<file path="config.mk">
export PLATFORM = sky130hd
export DESIGN_NAME = exc_trap_ctrl
export DESIGN_NICKNAME = d
export VERILOG_FILES = /design/src/rtl/exc_trap_pkg.sv /design/src/rtl/exc_ovf_latch.sv /design/src/rtl/exc_par_latch.sv /design/src/rtl/exc_trap_arb.sv /design/src/rtl/exc_stat_flags.sv /design/src/rtl/exc_trap_ctrl.sv
export SDC_FILE = /design/constraint.sdc
export NUM_CORES = 1
export LEC_CHECK = 0
export ABC_AREA = 0
export BUFFER_PORTS_ARGS = -buffer_cell sky130_fd_sc_hd__buf_4
export CELL_PAD_IN_SITES_DETAIL_PLACEMENT = 1
export CELL_PAD_IN_SITES_GLOBAL_PLACEMENT = 1
export CORE_AREA = 2 2 39 41
export CTS_BUF_LIST = sky130_fd_sc_hd__clkbuf_4 sky130_fd_sc_hd__clkbuf_8
export DETAILED_ROUTE_END_ITERATION = 12
export DIE_AREA = 0 0 41 43
export GPL_ROUTABILITY_DRIVEN = 0
export HOLD_SLACK_MARGIN = 0.02
export PLACE_DENSITY_LB_ADDON = 0.1
export SYNTH_ARGS = -nofsm -noshare
export SYNTH_HDL_FRONTEND = slang
export SYNTH_SLANG_ARGS = --single-unit
</file>
<file path="constraint.sdc">
create_clock -name clk -period 2 [get_ports clk]
set_clock_uncertainty 0.2 [all_clocks]
set_input_delay 0.3 -clock clk [delete_from_list [all_inputs] [get_ports clk]]
set_output_delay 0.3 -clock clk [all_outputs]
set_load 0.05 [all_outputs]
</file>
<file path="src/rtl/exc_trap_pkg.sv">
package exc_trap_pkg;

  typedef enum logic [1:0] {
    CAUSE_NONE = 2'b00,
    CAUSE_PAR  = 2'b01,
    CAUSE_OVF  = 2'b10,
    CAUSE_IRQ  = 2'b11
  } trap_cause_e;

  localparam int unsigned CAUSE_W = 2;

endpackage

</file>
<file path="src/rtl/exc_ovf_latch.sv">
module exc_ovf_latch (
  input  logic clk,
  input  logic rst_n,
  input  logic set_i,
  input  logic dis_i,
  input  logic clr_i,
  output logic pend_o
);

  logic pend_q;
  logic pend_d;

  // disable dominates; a new event outranks the acknowledge clear
  always_comb begin
    pend_d = pend_q;
    if (dis_i)      pend_d = 1'b0;
    else if (set_i) pend_d = 1'b1;
    else if (clr_i) pend_d = 1'b0;
  end

  always_ff @(posedge clk or negedge rst_n) begin
    if (!rst_n) pend_q <= 1'b0;
    else        pend_q <= pend_d;
  end

  assign pend_o = pend_q;

endmodule

</file>
<file path="src/rtl/exc_par_latch.sv">
module exc_par_latch #(
  parameter int unsigned NAREA = 4
) (
  input  logic             clk,
  input  logic             rst_n,
  input  logic [NAREA-1:0] err_i,
  input  logic [NAREA-1:0] dis_i,
  input  logic             clr_i,
  output logic             pend_o
);

  logic [NAREA-1:0] area_hit;
  logic             any_hit;
  logic             pend_q;
  logic             pend_d;

  genvar a;
  generate
    for (a = 0; a < NAREA; a++) begin : g_area
      assign area_hit[a] = err_i[a] & ~dis_i[a];
    end
  endgenerate

  assign any_hit = |area_hit;

  // disable bits gate only new events, never the held condition
  always_comb begin
    pend_d = pend_q;
    if (any_hit)    pend_d = 1'b1;
    else if (clr_i) pend_d = 1'b0;
  end

  always_ff @(posedge clk or negedge rst_n) begin
    if (!rst_n) pend_q <= 1'b0;
    else        pend_q <= pend_d;
  end

  assign pend_o = pend_q;

endmodule

</file>
<file path="src/rtl/exc_trap_arb.sv">
module exc_trap_arb
  import exc_trap_pkg::*;
(
  input  logic        clk,
  input  logic        rst_n,
  input  logic        par_pend_i,
  input  logic        ovf_pend_i,
  input  logic        irq_live_i,
  input  logic        blocked_i,
  input  logic        ack_i,
  output logic        req_o,
  output trap_cause_e cause_o,
  output logic        take_par_o,
  output logic        take_ovf_o,
  output logic        take_irq_o
);

  logic        req_q, req_d;
  trap_cause_e cause_q, cause_d;
  trap_cause_e pick;
  logic        take;

  always_comb begin
    if (par_pend_i)      pick = CAUSE_PAR;
    else if (ovf_pend_i) pick = CAUSE_OVF;
    else if (irq_live_i) pick = CAUSE_IRQ;
    else                 pick = CAUSE_NONE;
  end

  assign take = req_q & ack_i;

  always_comb begin
    req_d   = req_q;
    cause_d = cause_q;
    if (req_q) begin
      if (ack_i) begin
        req_d   = 1'b0;
        cause_d = CAUSE_NONE;
      end
    end else if (!blocked_i && pick != CAUSE_NONE) begin
      req_d   = 1'b1;
      cause_d = pick;
    end
  end

  always_ff @(posedge clk or negedge rst_n) begin
    if (!rst_n) begin
      req_q   <= 1'b0;
      cause_q <= CAUSE_NONE;
    end else begin
      req_q   <= req_d;
      cause_q <= cause_d;
    end
  end

  assign req_o      = req_q;
  assign cause_o    = cause_q;
  assign take_par_o = take && (cause_q == CAUSE_PAR);
  assign take_ovf_o = take && (cause_q == CAUSE_OVF);
  assign take_irq_o = take && (cause_q == CAUSE_IRQ);

endmodule

</file>
<file path="src/rtl/exc_stat_flags.sv">
module exc_stat_flags (
  input  logic clk,
  input  logic rst_n,
  input  logic take_irq_i,
  input  logic load_i,
  input  logic load_l_i,
  input  logic load_i_i,
  output logic flag_l_o,
  output logic flag_i_o
);

  logic l_q, l_d;
  logic i_q, i_d;
  logic upd;

  assign upd = take_irq_i | load_i;

  always_comb begin
    l_d = l_q;
    i_d = i_q;
    if (take_irq_i) begin
      l_d = 1'b1;
      i_d = 1'b1;
    end else if (load_i) begin
      l_d = load_l_i;
      i_d = load_i_i;
    end
  end

  always_ff @(posedge clk or negedge rst_n) begin
    if (!rst_n) begin
      l_q <= 1'b1;
      i_q <= 1'b0;
    end else if (upd) begin
      l_q <= l_d;
      i_q <= i_d;
    end
  end

  assign flag_l_o = l_q;
  assign flag_i_o = i_q;

endmodule

</file>
<file path="src/rtl/exc_trap_ctrl.sv">
module exc_trap_ctrl
  import exc_trap_pkg::*;
#(
  parameter int unsigned NAREA = 4,
  parameter int unsigned NIRQ  = 3
) (
  input  logic               clk,
  input  logic               rst_n,
  input  logic               ovf_pulse,
  input  logic               ovf_dis,
  input  logic [NAREA-1:0]   par_err,
  input  logic [NAREA-1:0]   par_dis,
  input  logic [NIRQ-1:0]    irq_src,
  input  logic               hi_pri_busy,
  input  logic               trap_ack,
  input  logic               sr_load,
  input  logic               sr_l,
  input  logic               sr_i,
  output logic               trap_req,
  output logic [CAUSE_W-1:0] trap_cause,
  output logic               flag_l,
  output logic               flag_i
);

  logic        ovf_pend;
  logic        par_pend;
  logic        irq_live;
  logic        blocked;
  logic        take_par;
  logic        take_ovf;
  logic        take_irq;
  trap_cause_e cause;

  assign irq_live = |irq_src;
  assign blocked  = flag_l | hi_pri_busy;

  exc_ovf_latch u_ovf (
    .clk    (clk),
    .rst_n  (rst_n),
    .set_i  (ovf_pulse),
    .dis_i  (ovf_dis),
    .clr_i  (take_ovf),
    .pend_o (ovf_pend)
  );

  exc_par_latch #(.NAREA(NAREA)) u_par (
    .clk    (clk),
    .rst_n  (rst_n),
    .err_i  (par_err),
    .dis_i  (par_dis),
    .clr_i  (take_par),
    .pend_o (par_pend)
  );

  exc_trap_arb u_arb (
    .clk        (clk),
    .rst_n      (rst_n),
    .par_pend_i (par_pend),
    .ovf_pend_i (ovf_pend),
    .irq_live_i (irq_live),
    .blocked_i  (blocked),
    .ack_i      (trap_ack),
    .req_o      (trap_req),
    .cause_o    (cause),
    .take_par_o (take_par),
    .take_ovf_o (take_ovf),
    .take_irq_o (take_irq)
  );

  exc_stat_flags u_flags (
    .clk        (clk),
    .rst_n      (rst_n),
    .take_irq_i (take_irq),
    .load_i     (sr_load),
    .load_l_i   (sr_l),
    .load_i_i   (sr_i),
    .flag_l_o   (flag_l),
    .flag_i_o   (flag_i)
  );

  assign trap_cause = cause;

endmodule

</file>
# Word-level counts from Yosys, hierarchy flattened
# Index checks and enable logic that the tools add are counted.
[classes]
reduce_logical = 14
n_mux = 18
bitwise = 11
eq_ne = 4
[op_table]
columns = ["cell", "count"]
rows = [
  ["two-way mux 1 bit", 12],
  ["two-way mux 2 bit", 6],
  ["nonzero test 2 bit", 4],
  ["AND 1 bit", 5],
  ["== test 2 bit, second input constant", 2],
  ["logical AND 1 bit", 4],
  ["inverter 1 bit", 4],
  ["AND reduction 2 bit", 2],
  ["OR reduction 4 bit", 1],
  ["nonzero test 3 bit", 1],
  ["OR reduction 3 bit", 1],
  ["== test 2 x 1 -> 1 bit, second input constant", 1],
  ["inequality test 2 bit, second input constant", 1],
  ["bitwise OR 1 bit", 2],
  ["logical NOT 1 bit", 1],
]
[totals]
ff_bits = 7
out_inout_bits = 5
word_cells = 53

# Logic depth before layout (Yosys ltp)
# Gate-level depths: netlist of the first run.
[depth]
depth_word = 8
mapped_depth = 3

# Cells and area by module
# Synthesis of the first run repeated with hierarchy kept, for this count alone.
[unflattened]
hier_cells = 43
area_unflattened_um2 = 385.4
[by_module_without_submodules]
columns = ["module", "seq_area_each_um2", "cells_each", "n_inst", "area_per_inst_um2"]
rows = [
  ["exc_trap_arb", 75.1, 23, 1, 185.2],
  ["exc_stat_flags", 51.3, 6, 1, 81.3],
  ["exc_par_latch", 25.0, 8, 1, 62.6],
  ["exc_ovf_latch", 25.0, 4, 1, 43.8],
  ["exc_trap_ctrl", 0.0, 2, 1, 12.5],
]

# Least setup slack after synthesis of the first run
# No wires, ideal clock.
[synth_path]
path_type = "reg2reg"
startpoint = "reg u_arb.req_q (netlist: u_arb.req_o)"
endpoint = "reg u_arb.cause_q[0] (netlist: u_arb.cause_o[0])"
t_arrival_ns = 1.209
path_slack_ns = 0.506
setup_time_ns = 0.086
required_time_ns = 1.714
path_stages_with_launch = 4
cell_sequence = "dfrtp_1 -> nor3_2 -> o41ai_1 -> a32oi_1"
[synth_between]
elab_chain_len = 2
[synth_lines]
columns = ["item", "line", "rtl"]
rows = [
  ["start, declared", "exc_trap_arb.sv:18", "logic req_q, req_d;"],
  ["start signal, assigned", "exc_trap_arb.sv:51", "req_q <= req_d;"],
  ["inequality test 2 bit (no source line) or nonzero test 2 bit (tied branches)", "-", ""],
  ["AND reduction 2 bit (no source line)", "-", ""],
  ["end signal, assigned", "exc_trap_arb.sv:52", "cause_q <= cause_d;"],
  ["end, declared", "exc_trap_arb.sv:19", "trap_cause_e cause_q, cause_d;"],
]
# Parallel ways exist; a longest one is shown, timed or not.
# A chain may end at the register's enable or synchronous reset.

# Final worst setup path of the first run
[layout_path]
startpoint = "reg u_flags.l_q (netlist: u_flags.flag_l_o)"
endpoint = "out flag_l"
[layout_rtl]
columns = ["item", "line", "rtl"]
rows = [
  ["start, declared", "exc_stat_flags.sv:12", "logic l_q, l_d;"],
  ["start signal, assigned", "exc_stat_flags.sv:35", "l_q <= l_d;"],
  ["end, declared", "exc_trap_ctrl.sv:21", "output logic flag_l,"],
]
# No word-level cell between the ends.

==> metrics.txt, run 1 <==
status completed; relative slew slack 76.2%; commonest non-fill, non-tap cell in the layout buf_4; CP Capture Type output pin; crit-path max cell delay approximately 0.55 ns; Setup TNS 0 ns; CP required approximately 1.5 ns; Starting Density 25.5%; crit path cell chain buf_4; antenna violations before repair 0; Post-Synthesis Net Count 55; Synth top area share 42.6%; Place WS between 0.5 and 0.6 ns; drt first-iter violations 2; mapped cell area 353 um^2; Arr. time, crit path ~1.0 ns; unrepaired setup endpoints after global routing no; post-synth top area cell dfrtp_1; Layout Nets 86; Slowest-stage cell, CP dfstp_2; sequential area share after synthesis 50.0%; Worst Hold Class input port to register; cts bufs inserted 3; Hold Crit Depth 2; Area Overhead vs Synth 70.9%; Slew @ Worst Pin 0.356 ns; Pwr per Cell Area 958 mW/mm^2; commonest non-fill, non-tap cells in the layout buf_4, dfrtp_1, inv_1, nand2_1, clkbuf_4; worst reg-to-reg path cell count 3; origin of the worst min-delay path trap_ack; Peak VDD IR 413 uV; synth top area cells dfrtp_1, dfstp_2, mux2i_1, a21oi_1, inv_1; CTS tree done; Setup crit start kind register; Core ar. 0.00138 mm^2; CP Class register to output pin; Post-CTS Setup Inserts 0; worst r2r src u_ovf.pend_o; DRC Markers 0; number of global-route vias before repair around 410; hpwl dp 789 um; Clock Root Buffer clkbuf_4; Hold Crit Endpoint u_arb.req_o; period utilization 75.3%; Final min period about 1.5 ns; worst-skew pair later-pin latency 0.26 ns; maximum clock path buffer count 2; first-pass GRT wire length 1.64 mm; Avg Inst Size Synth 10.1 um^2; Max Cap Violations 0; Die W around 40 um; flop2flop setup slack approximately 0.5 ns; H-tree Lvls 1; drt via density 4.85; Total Routing Usage GR 13.9%; setup ws final 0.495 ns; Cell variety after synth 20; critical path's top delay family flip-flops; P_leak 0.299 nW; Critical Path Fanout Max 3; average wire per standard cell 11.6 um; Post-Syn Instances 35; Fmax about 660 MHz; Crit path depth 1; Die ar. 0.00176 mm^2; YS warnings 0; I/O pin count 25; fraction of layout cells with a size suffix above 1 49.2%; CP bufs+invs 1; Post-Route WL 943 um; Clock Sinks 7; Min Hold Slack roughly 0.055 ns; grt total ovfl 0; # rows 14; RR Endpoint u_arb.cause_o[1]; # port buffers 24; final hold vios 0; flops & latches, synth 7; largest net degree at the start of global routing 8; 1st-pass router iterations 2; Antenna Violating Nets Remaining 0; setup violators final 0; Die Height ~43 um; Final Max Slew Viols 0; antenna cells 0; via count about 390; clock slew at reported path FFs 0.05 ns
metal layers:
| layer | track usage (%) | wire length, um | vias up |
|---|---|---|---|
| li1 | - | - | 189 |
| met1 | 16.8 | 395 | 176 |
| met2 | 21.3 | 422 | 25 |
| met3 | 3.14 | 100 | 3 |
| met4 | 8.00 | 24 | 0 |
| met5 | 0 | 0 | - |
logic make-up after synthesis:
logic type / Yosys count / synth area share, %
and+or+nand+nor: 12 / 20.6
AOI/OAI and AO/OA: 10 / 19.5
DFF: 7 / 50.0
buffers and inverters: 4 / 4.25
muxes: 2 / 5.67
cell usage after synthesis:
master and instances:
nand2b_1 1, dfstp_2 1, mux2i_1 2, a21oi_1 3, nor3_2 1, nand4_1 1
o21ai_0 2, a32oi_1 1, nand2_1 4, nand3_1 1, or4_4 1, nand4b_1 1
o2111ai_1 1, o21ai_1 1, a22oi_2 1, nor2b_1 1, o41ai_1 1, dfrtp_1 6
nor2_1 1, inv_1 4
layout make-up:
cell class	instances	area, um^2
Fill cell	170	781
Timing Repair Buffer	26	200
Clock buffer	4	30.0
Tap cell	16	20.0
Inverter	4	15.0
Sequential cell	7	176
Multi-Input combinational cell	24	161
worst max-delay path by stage:
stage | end | slack (ns) | startpoint
after detailed placement | u_arb.cause_o[1] | 0.50 | irq_src[1]
after global placement | u_arb.cause_o[1] | 0.49 | irq_src[1]
after floorplan | u_arb.cause_o[0] | 0.51 | u_arb.req_o
after global routing | u_arb.req_o | 0.39 | u_ovf.pend_o
after CTS | flag_l | 0.49 | u_flags.flag_l_o
final | flag_l | 0.49 | u_flags.flag_l_o
registers in the layout, summed over array words and instances, names as in the netlist:
register and count:
u_arb.req_o 1, u_arb.cause_o 2, u_ovf.pend_o 1, u_flags.flag_i_o 1
u_par.pend_o 1, u_flags.flag_l_o 1
timing repair:
| action | 4_1_cts | 5_1_grt |
|---|---|---|
| hold endpoints to repair | 8 | 0 |
| hold buffers | 2 | 0 |
| gates resized for setup | 0 | 0 |
stage by stage:
step | power [mW] | utilization (%) | instances | area, um^2
2_1_floorplan | 0.340 | - | 35 | 353
3_3_place_gp | 0.433 | 40.0 | 75 | 553
3_5_place_dp | 0.432 | 40.0 | 75 | 553
4_1_cts | 0.584 | 43.6 | 81 | 603
5_1_grt | 0.613 | 43.6 | 81 | 603
6_report | 0.578 | 43.6 | 81 | 603
power breakdown:
part	internal, mW	total (mW)	switching [mW]
Combinational	0.0865	0.222	0.136
Sequential	0.172	0.208	0.0361
Clock	0.0900	0.147	0.0569
Total	0.349	0.578	0.229
Note: power is estimated with default switching activity, not from simulation.
==> run 2, diff against run 1 <==
==> constraint.sdc (replaced) <==
create_clock -name clk -period 1.5 [get_ports clk]
set_clock_uncertainty 0.2 [all_clocks]
set_input_delay 0.225 -clock clk [delete_from_list [all_inputs] [get_ports clk]]
set_output_delay 0.225 -clock clk [all_outputs]
set_load 0.05 [all_outputs]
==> run 2 against run 1 <==
  * Highest routed layer is now met3
  * Non-clock buffer count is 8 higher
  * Core utilization is 5.4 points higher
  * Clock power is 29% higher
  * Largest cell class unchanged
  * Sequential share of layout area is 3.2 points lower
  * Critical endpoint unchanged
  * First-iteration DRC count is 50% higher
  * Hold slack worse by 0.030 ns
==> metrics.txt, run 2 (synthesized netlist as in run 1, its figures left out) <==
status completed; commonest non-fill, non-tap cell in the layout buf_4; I/O pin count 25; Die Height between 40 and 50 um; crit-path max cell delay 0.55 ns; final hold vios 0; CP Class register to output pin; Total Routing Usage GR 15.8%; average wire per standard cell roughly 12 um; relative slew slack 74.2%; Antenna Violating Nets Remaining 0; period utilization 95.0%; worst reg-to-reg path cell count 3; commonest non-fill, non-tap cells in the layout buf_4, dlygate4sd3_1, dfrtp_1; number of global-route vias before repair 441; hpwl dp between 800 and 900 um; unrepaired setup endpoints after global routing no; Arr. time, crit path 1.00 ns; Starting Density about 25%; RR Endpoint u_arb.cause_o[1]; setup violators final 0; Pwr per Cell Area 1170 mW/mm^2; Die W 41 um; CTS tree done; Core ar. 0.00138 mm^2; Clock Root Buffer clkbuf_4; setup ws final 0.0753 ns; drt first-iter violations 3; Slew @ Worst Pin 0.385 ns; Critical Path Fanout Max 3; cts bufs inserted 3; Final min period 1.42 ns; largest net degree at the start of global routing 8; Layout Nets 94; Max Cap Violations 0; Area Overhead vs Synth 92.2%; Largest register FFs 2; antenna violations before repair 0; Setup TNS 0 ns; critical path's top delay family flip-flops; H-tree Lvls 1; 1st-pass router iterations 2; Post-CTS Setup Inserts 0; drt via density between 4 and 5; first-pass GRT wire length 1.75 mm; maximum clock path buffer count 2; CP bufs+invs 1; CP Capture Type output pin; Die ar. 0.00176 mm^2; P_leak approximately 0.33 nW; worst r2r src u_ovf.pend_o; DRC Markers 0; Clock Sinks 7; crit path cell chain buf_4; worst-skew pair later-pin latency around 0.25 ns; Crit path depth 1; Fmax 702 MHz; Slowest-stage cell, CP dfstp_2; fraction of layout cells with a size suffix above 1 46.6%; crit path from u_flags.flag_l_o; Place WS 0.0296 ns; Peak VDD IR 506 uV; Setup crit start kind register; CP endpoint flag_l; via count ~400; Util after Layout 49.0%; # rows 14; Final Max Slew Viols 0; Post-Route WL 1.11 mm; flop2flop setup slack between 0.15 and 0.2 ns; Worst Hold Class input port to register; clock slew at reported path FFs around 0.050 ns; # port buffers 24; CP required 1.07 ns; antenna cells 0; grt total ovfl 0
## run 2: cell count changes in the layout (fill, tap and decap cells not counted)
cell,previous run,this run
dlygate4sd3_1,2,8
o21ai_1,1,2
buf_4,24,26
o21ai_0,2,1
## run 2: per-stage QoR
step / std cells / area [um^2] / hold slack (ns) / power, mW
final: 89 / 678 / 0.0253 / 0.790
after global routing: 89 / 678 / 0.0403 / 0.851
after CTS: 89 / 678 / 0.0218 / 0.802
after detailed placement: 77 / 568 / -0.154 / 0.590
after global placement: 77 / 568 / -0.155 / 0.585
after floorplan: 35 / 353 / -0.271 / 0.453
## run 2: cell type report
class                           instances  area [um^2]
Inverter                                4         15.0
Tap cell                               16         20.0
Timing Repair Buffer                   34          275
Fill cell                             159          706
Sequential cell                         7          176
Clock buffer                            4         30.0
Multi-Input combinational cell         24          161
## run 2: routing by layer
| layer | wire length, um | vias up | share of wire, % | GRT usage, % |
|---|---|---|---|---|
| li1 | - | 207 | - | - |
| met1 | 492 | 173 | 45 | 17.9 |
| met2 | 515 | 22 | 47 | 23.4 |
| met3 | 97 | 0 | 8.8 | 6.28 |
| met4 | 0 | 0 | 0 | 10.0 |
| met5 | 0 | - | 0 | 0 |
## run 2: how the worst min path moves through the flow
stage | from | depth (start not counted) | slack, ns | end
2_1_floorplan | rst_n | 0 | -0.27 | u_arb.cause_o[0]
3_3_place_gp | rst_n | 1 | -0.16 | u_ovf.pend_o
3_5_place_dp | rst_n | 1 | -0.15 | u_arb.req_o
4_1_cts | par_err[1] | 3 | 0.02 | u_par.pend_o
5_1_grt | par_err[1] | 3 | 0.04 | u_par.pend_o
6_report | par_err[1] | 3 | 0.03 | u_par.pend_o
## run 2: where the power goes
part           leakage, nW  internal, mW  switching, mW
registers           0.0799         0.230         0.0413
clock network       0.0184         0.120         0.0695
logic                0.236         0.135          0.195
total                0.334         0.484          0.306
## run 2: timing repair
item                                   4_1_cts  5_1_grt
endpoints found under the hold margin       12        0
hold buffers                                 8        0
resized for setup                            0        1
setup endpoints to repair                    0        2
## run 2: worst register-to-register path: cells and delay by family (launching register included)
kind	cells	cell delay (ns)
DFF	1	0.38
AOI/OAI and AO/OA	2	0.21
and+or+nand+nor	1	0.42
